--- src/rtl/bitrev_pkg.sv ---
package bitrev_pkg;
  parameter int unsigned BR_DATA_W  = 64;
  localparam int unsigned BR_SHIFT_W = $clog2(BR_DATA_W);

  typedef enum logic {
    MODE_FIELD = 1'b0,
    MODE_COUNT = 1'b1
  } brMode_t;

  typedef struct packed {
    logic                  capture;
    logic [BR_SHIFT_W-1:0] shiftAmt;
  } brStrobe_t;
endpackage

--- src/rtl/bitrev_ctrl.sv ---
module bitrev_ctrl
  import bitrev_pkg::*;
#(
  parameter int unsigned DATA_W  = BR_DATA_W,
  parameter int unsigned SHIFT_W = BR_SHIFT_W
) (
  input  logic              clk,
  input  logic              rstN,
  input  logic              inValid,
  input  logic              modeSel,
  input  logic [DATA_W-1:0] opCount,
  output brStrobe_t         strobe,
  output logic              outValid
);
  localparam logic [SHIFT_W-1:0] TOP_BIT = SHIFT_W'(DATA_W - 1);

  brMode_t           curMode;
  logic [SHIFT_W-1:0] cntLow;

  assign curMode = brMode_t'(modeSel);
  assign cntLow  = opCount[SHIFT_W-1:0];

  always_comb begin
    strobe.capture = inValid;
    unique case (curMode)
      MODE_FIELD: strobe.shiftAmt = TOP_BIT - cntLow;
      MODE_COUNT: strobe.shiftAmt = cntLow;
      default:    strobe.shiftAmt = cntLow;
    endcase
  end

  always_ff @(posedge clk) begin
    if (!rstN) outValid <= 1'b0;
    else       outValid <= inValid;
  end

  // one-cycle valid latency
  assert_valid_rise_R2: assert property (@(posedge clk) disable iff (!rstN)
    inValid |=> outValid);
  assert_valid_fall_R2: assert property (@(posedge clk) disable iff (!rstN)
    !inValid |=> !outValid);
  // upper count bits never alter the distance in count mode
  assert_count_wrap_R6: assert property (@(posedge clk) disable iff (!rstN)
    (inValid && modeSel && (|opCount[DATA_W-1:SHIFT_W])) |->
      (strobe.shiftAmt == opCount[SHIFT_W-1:0]));
endmodule

--- src/rtl/bitrev_datapath.sv ---
module bitrev_datapath
  import bitrev_pkg::*;
#(
  parameter int unsigned DATA_W  = BR_DATA_W,
  parameter int unsigned SHIFT_W = BR_SHIFT_W
) (
  input  logic              clk,
  input  logic              rstN,
  input  brStrobe_t         strobe,
  input  logic [DATA_W-1:0] opData,
  output logic [DATA_W-1:0] outResult
);
  logic [DATA_W-1:0] revWord;
  logic [DATA_W-1:0] stage [SHIFT_W+1];

  for (genvar i = 0; i < DATA_W; i++) begin : g_rev
    assign revWord[i] = opData[DATA_W-1-i];
  end

  assign stage[0] = revWord;
  for (genvar s = 0; s < SHIFT_W; s++) begin : g_shift
    assign stage[s+1] = strobe.shiftAmt[s] ? (stage[s] >> (1 << s)) : stage[s];
  end

  always_ff @(posedge clk) begin
    if (!rstN)               outResult <= '0;
    else if (strobe.capture) outResult <= stage[SHIFT_W];
  end

  // result holds without a capture
  assert_hold_R8: assert property (@(posedge clk) disable iff (!rstN)
    !strobe.capture |=> $stable(outResult));
  // vacated upper bits are zero
  assert_zero_fill_R7: assert property (@(posedge clk) disable iff (!rstN)
    strobe.capture |=>
      ((outResult >> (DATA_W - int'($past(strobe.shiftAmt)))) == '0));
  // result bit 0 comes from data bit (DATA_W-1-shift)
  assert_lsb_source_R5: assert property (@(posedge clk) disable iff (!rstN)
    strobe.capture |=>
      (outResult[0] == $past(opData[DATA_W-1-int'(strobe.shiftAmt)])));
endmodule

--- src/rtl/bitrev_shift_unit.sv ---
module bitrev_shift_unit
  import bitrev_pkg::*;
#(
  parameter int unsigned DATA_W  = BR_DATA_W,
  parameter int unsigned SHIFT_W = BR_SHIFT_W
) (
  input  logic              clk,
  input  logic              rstN,
  input  logic              inValid,
  input  logic              modeSel,
  input  logic [DATA_W-1:0] opData,
  input  logic [DATA_W-1:0] opCount,
  output logic              outValid,
  output logic [DATA_W-1:0] outResult
);
  brStrobe_t strobe;

  bitrev_ctrl #(.DATA_W(DATA_W), .SHIFT_W(SHIFT_W)) i_ctrl (
    .clk(clk), .rstN(rstN), .inValid(inValid), .modeSel(modeSel),
    .opCount(opCount), .strobe(strobe), .outValid(outValid)
  );

  bitrev_datapath #(.DATA_W(DATA_W), .SHIFT_W(SHIFT_W)) i_dp (
    .clk(clk), .rstN(rstN), .strobe(strobe), .opData(opData),
    .outResult(outResult)
  );

  // reset clears the outputs
  assert_reset_clear_R1: assert property (@(posedge clk)
    !rstN |=> (!outValid && (outResult == '0)));
endmodule

--- config.mk ---
export PLATFORM = sky130hd
export DESIGN_NAME = bitrev_shift_unit
export DESIGN_NICKNAME = d
export VERILOG_FILES = /design/src/rtl/bitrev_pkg.sv /design/src/rtl/bitrev_ctrl.sv /design/src/rtl/bitrev_datapath.sv /design/src/rtl/bitrev_shift_unit.sv
export SDC_FILE = /design/constraint.sdc
export NUM_CORES = 1
export LEC_CHECK = 0
export BUFFER_PORTS_ARGS = -buffer_cell sky130_fd_sc_hd__buf_2
export CAP_MARGIN = 15
export CORE_MARGIN = 5
export CORE_UTILIZATION = 50
export DETAILED_ROUTE_END_ITERATION = 10
export HOLD_SLACK_MARGIN = 0.02
export PLACE_DENSITY = 0.75
export SLEW_MARGIN = 20
export SYNTH_ARGS = -nofsm -noshare
export SYNTH_HDL_FRONTEND = slang
export SYNTH_SLANG_ARGS = --single-unit
export TNS_END_PERCENT = 100
--- constraint.sdc ---
create_clock -name clk -period 4.5 [get_ports clk]
set_clock_uncertainty 0.2 [all_clocks]
set_input_delay 0.45 -clock clk [delete_from_list [all_inputs] [get_ports clk]]
set_output_delay 0.45 -clock clk [all_outputs]
set_load 0.05 [all_outputs]
### Word level (Yosys, flattened, before mapping)

Index checks and enable logic that the tools add are counted.

| cells by class | value |
|---|---|
| add/sub/neg operators | 1 |
| $mul | 0 |
| div/mod/pow operators | 0 |
| order comparisons | 0 |
| eq/ne operators | 0 |
| shift-type cells | 0 |
| multiplexer cells | 7 |
| bitwise operators | 1 |
| reduce and logical (&&, ||, !) cells | 0 |

Operator list:

| operator | count |
|---|---|
| 64-bit two-way mux | 6 |
| 6-bit one-hot mux with 2 select lines | 1 |
| 6-bit subtractor (first input constant) | 1 |
| 1-bit NOT | 1 |

| storage, ports and cells | value |
|---|---|
| bits in registers | 65 |
| latch bits | 0 |
| bits in writable memories | 0 |
| ROM bits | 0 |
| bits of input ports | 132 |
| output and inout bits | 65 |
| logic and storage cells | 11 |
| memories | 0 |

### Longest topological paths before layout

| logic depth | value |
|---|---|
| word-level depth | 8 |
| mapped depth | 11 |
| mapped depth without buffers | 8 |

### Hierarchy

A second synthesis with hierarchy kept.

| unflattened totals | value |
|---|---|
| cell total of the unflattened synthesis | 730 |
| area total of the unflattened synthesis | 6613.8 sq um |

By module, submodules not included:

| module | times used | cells each | area an instance (sq um) | sequential area each (sq um) |
|---|---|---|---|---|
| bitrev_datapath | 1 | 720 | 6516.2 | 1281.2 |
| bitrev_ctrl | 1 | 10 | 97.6 | 20.0 |

### Worst setup path before layout

No wires, ideal clock.

| timing path | value |
|---|---|
| kind | input-to-reg |
| from | in opCount[1] |
| to | reg i_dp.outResult[24] |
| setup time | 0.128 ns |
| data arrival time | 2.383 ns |
| data required time | 4.172 ns |
| slack | 1.790 ns |
| stages on the path | 11 |
| path buffers | 5 |
| cell sequence | buf_4 -> buf_6 -> buf_4 -> buf_2 -> buf_2 -> mux2i_1 -> o221ai_1 -> a22oi_2 -> mux2i_1 -> a2111oi_1 -> nor2_1 |

| between the ends | value |
|---|---|
| longest elaborated chain between the ends | 7 |

RTL lines:

| item | line | source |
|---|---|---|
| start, declared | bitrev_shift_unit.sv:12 | `input logic [DATA_W-1:0] opCount,` |
| 6-bit subtractor | bitrev_ctrl.sv:26 | `MODE_FIELD: strobe.shiftAmt = TOP_BIT - cntLow;` |
| 6-bit one-hot mux with 2 select lines * | bitrev_ctrl.sv:25 | `unique case (curMode)` |
| 64-bit two-way mux (4 in series) | bitrev_datapath.sv:22 | `assign stage[s+1] = strobe.shiftAmt[s] ? (stage[s] >> (1 << s)) : stage[s];` |
| 64-bit two-way mux * | bitrev_datapath.sv:22 |  |
| end signal, assigned | bitrev_datapath.sv:27 | `else if (strobe.capture) outResult <= stage[SHIFT_W];` |
| end, declared | bitrev_datapath.sv:11 | `output logic [DATA_W-1:0] outResult` |

Every way passes the cells marked *; elsewhere a longest branch is shown, timed or not.
A chain may end at the register's enable or synchronous reset.

### Worst setup path in the final report

| timing path | value |
|---|---|
| from | in modeSel |
| to | reg i_dp.outResult[18] |

| between the ends | value |
|---|---|
| longest elaborated chain between the ends | 8 |

RTL lines:

| item | line | source |
|---|---|---|
| start, declared | bitrev_shift_unit.sv:10 | `input logic modeSel,` |
| 1-bit NOT | bitrev_ctrl.sv:25 |  |
| 6-bit one-hot mux with 2 select lines * | bitrev_ctrl.sv:25 |  |
| 64-bit two-way mux (5 in series) | bitrev_datapath.sv:22 |  |
| 64-bit two-way mux * | bitrev_datapath.sv:22 |  |

Marked as above.

==> flow_metrics.env <==
export IMPL_dp_cells=1313
export IMPL_setup_tns_ns=0
export IMPL_worstSetupPathType="primary input to register"
export IMPL_synthesis_area_um2=8750
export IMPL_area_delta_synth_final_pct=10.7
export IMPL_worstMarginPinSlew_ns=1.10
export IMPL_p_total_w=0.00288
export IMPL_cp_arrival_ns=3.44
export IMPL_wl_met2_mm=15.1
export IMPL_powerDensity_nw_per_um2=297
export IMPL_wl_met1_mm=13.7
export IMPL_worstSetupStartpointType="primary input"
export IMPL_yosysUniqueCellTypes=89
export IMPL_io_pins=197
export IMPL_nNetsFinal=1231
export IMPL_yosysTopAreaCellShare_pct=16.0
export IMPL_globalplace_congestion=1.02
export IMPL_ir_worst_vdd_uv=280
export IMPL_timing_final_crit_share_pct=76.4
export IMPL_end_kind="register"
export IMPL_hold_worst_slack_ns=0.248
export IMPL_rrSetupSlack_ns=3.30
export IMPL_multi_input_area_um2=6780
export IMPL_wl_met3_mm=4.29
export IMPL_track_usage_pct=33.0
export IMPL_yosysWarningCount=0
export IMPL_power_leakage_nw=4.07
export IMPL_slew_violations=0
export IMPL_syn_nets=1169
export IMPL_instances_no_fill=1329
export IMPL_rows=48
export IMPL_synth_seq_area_share_pct=14.9
export IMPL_antenna_cells=0
export IMPL_finalSetupViolations=0
export IMPL_rsz0062_at_grt="false"
export IMPL_drc_errors=0
export IMPL_via_count=9626
export IMPL_drtIter0Drc=1356
export IMPL_relSlewSlack_pct=26.5
export IMPL_cts_clk_slew_worst_paths_ns=0.06
export IMPL_clock_latency_ns=0.34
export IMPL_outcome="finished, final reports clean"
export IMPL_max_freq_mhz=291
export IMPL_max_stage_delay_ns=0.59
export IMPL_final_antenna_net_count=0
export IMPL_clock_sinks=65
export IMPL_synth_flop_cell="dfxtp_1"
export IMPL_drv_cap=0
export IMPL_dp_slack_ns=0.784
export IMPL_die_y_um=142
export IMPL_finalCriticalPeriod_ns=3.44
export IMPL_hold_viol=0
export IMPL_worst_slack_ns=1.06
export IMPL_postCtsSetupBuffers=0
export IMPL_drive_above_1_share_pct=24.5
export IMPL_synth_seq_cells=65
export IMPL_cts_hold_buf=0
export IMPL_die_w_um=142
export IMPL_cp_cell_sequence="buf_2 -> xor2_4 -> buf_4 -> buf_4 -> mux2i_1 -> o22a_1 -> nand3_1 -> o211a_1 -> a2111oi_0 -> nor2_1"
export IMPL_hpwl_mm=25.8
export IMPL_routed_wl_mm=34.7
export IMPL_min_path_type="register to register"
export IMPL_async_flop_share_pct=0
export IMPL_cts_resized=0
export IMPL_core_region_area_um2=17200
export IMPL_seq_area_um2=1300
export IMPL_highest_layer="met4"
export IMPL_fillCellCount=1610
export IMPL_drt_pass1_iter_count=6
export IMPL_yosysTopAreaCell="mux2i_1"
export IMPL_numCtsBuffers=9
export IMPL_clockBufferDepth=2
export IMPL_grt_pass1_wl_mm=52.6
export IMPL_rr_endpoint="i_dp.outResult[14]"
export IMPL_antenna_found_initial=0
export IMPL_cp_startpoint="modeSel"
export IMPL_cp_max_fo=18
export IMPL_r2r_cells=3
export IMPL_h_tree_depth=3
export IMPL_synth_edf_count=0
export IMPL_worst_path_most_repeated_cell="buf_4"
export IMPL_grt_ovfl_total=0
export IMPL_worst_path_max_delay_cell="xor2_4"
export IMPL_r2r_start="i_dp.outResult[14]"
export IMPL_drt_wirelength_per_cell_um=26.1
export IMPL_grt_pass1_vias=8801
export IMPL_syn_avg_cell_area_um2=8.44
export IMPL_syn_instance_count=1037
export IMPL_dieArea_um2=20200
export IMPL_start_util_pct=50.7
export IMPL_cts_tree="yes"
export IMPL_cp_endpoint="i_dp.outResult[18]"
export IMPL_via_per_inst=7.24
export IMPL_port_buffers=138
export IMPL_clockRootBuffer="clkbuf_16"
export IMPL_yosys_top_cells_area="mux2i_1 16%, dfxtp_1 15%, mux4_2 11%"
export IMPL_grt_max_degree=114
export IMPL_crit_required_ns=4.50
cells by family after synthesis:
family	share of synthesized area (%)
AO/OA/AOI/OAI	27.9
AND/OR/NAND/NOR	17.1
multiplexers	30.1
buffers and inverters	8.18
flip-flops	14.9
XOR/XNOR	1.86
critical path, delay by kind of cell:
kind | cells | cell delay, ns
AOI/OAI and AO/OA | 3 | 0.96
xor gates and xnor gates | 1 | 0.59
buffers and inverters | 3 | 0.82
muxes | 1 | 0.37
and+or+nand+nor | 2 | 0.23
registers in the layout, indices dropped and copies added, names as in the netlist:
signal,count
i_dp.outResult,64
i_ctrl.outValid,1
layer usage:
| layer | track usage (%) | up-vias |
|---|---|---|
| met5 | 0 | - |
| met4 | 12.4 | 0 |
| met3 | 6.92 | 107 |
| met2 | 49.9 | 709 |
| met1 | 46.4 | 4615 |
| li1 | - | 4195 |
synthesized netlist by cell type, types with 5 or more instances:
master,instances
nor3_1,18
o21a_1,5
clkbuf_1,45
nand2_1,109
o211ai_1,12
a32o_1,5
nor2b_1,12
mux4_2,41
a22oi_1,19
mux2i_1,140
o22a_1,6
a211o_1,5
nand3_1,24
dfxtp_1,65
a211oi_1,13
and2_1,6
a32oi_1,11
buf_2,41
a21oi_1,37
o21ai_1,5
o22ai_1,21
nand2b_1,21
a22o_1,20
o31ai_1,5
mux2_2,11
mux4_1,6
buf_6,10
buf_4,17
a221o_1,8
o21ai_0,52
a221oi_1,22
a31oi_1,12
and3_1,8
inv_1,5
nor2_1,70
o221ai_1,23
worst min-delay path by stage:
| stage | start | end | cells past startpoint |
|---|---|---|---|
| 2_1_floorplan | rstN | i_dp.outResult[17] | 2 |
| 3_3_place_gp | i_dp.outResult[59] | i_dp.outResult[59] | 2 |
| 3_5_place_dp | i_dp.outResult[57] | i_dp.outResult[57] | 2 |
| 4_1_cts | i_dp.outResult[57] | i_dp.outResult[57] | 2 |
| 5_1_grt | opCount[5] | i_dp.outResult[17] | 3 |
| 6_report | i_dp.outResult[57] | i_dp.outResult[57] | 2 |
power breakdown:
group	switching (W)	leakage, nW	internal, W	total, W
registers	0.0000248	0.532	0.000623	0.000648
logic	0.000962	3.38	0.000497	0.00146
clock network	0.000271	0.157	0.000504	0.000775
metrics by stage:
step | util, % | area (µm²)
2_1_floorplan | - | 8750
3_3_place_gp | 54.3 | 9360
3_5_place_dp | 54.3 | 9360
4_1_cts | 56.2 | 9690
5_1_grt | 56.2 | 9690
6_report | 56.2 | 9690
cell usage in the layout (no fill, tap or decap), types with 12 or more instances in the layout:
cell type,netlist,layout
buf_4,17,31
nand3_1,24,24
o221ai_1,23,23
o211ai_1,12,12
a21oi_1,37,37
a22o_1,20,20
nor2_1,70,70
a31oi_1,12,12
o22ai_1,21,21
a221oi_1,22,22
mux2i_1,140,140
buf_2,41,137
mux4_2,41,41
nor3_1,18,18
o21ai_0,52,52
a22oi_1,19,19
a211oi_1,13,13
nand2_1,109,109
nand2b_1,21,21
dfxtp_1,65,65
area by class of cell:
cell class              count  area share [%]
well taps                 225            2.91
repair buffers            171            10.1
flip-flops and latches     65            13.4
multi-input cells         846            69.9
clock inverters             5           0.878
clock buffers              11            2.51
inverters                   6           0.232
No activity file was read; power rests on OpenSTA's default activity.
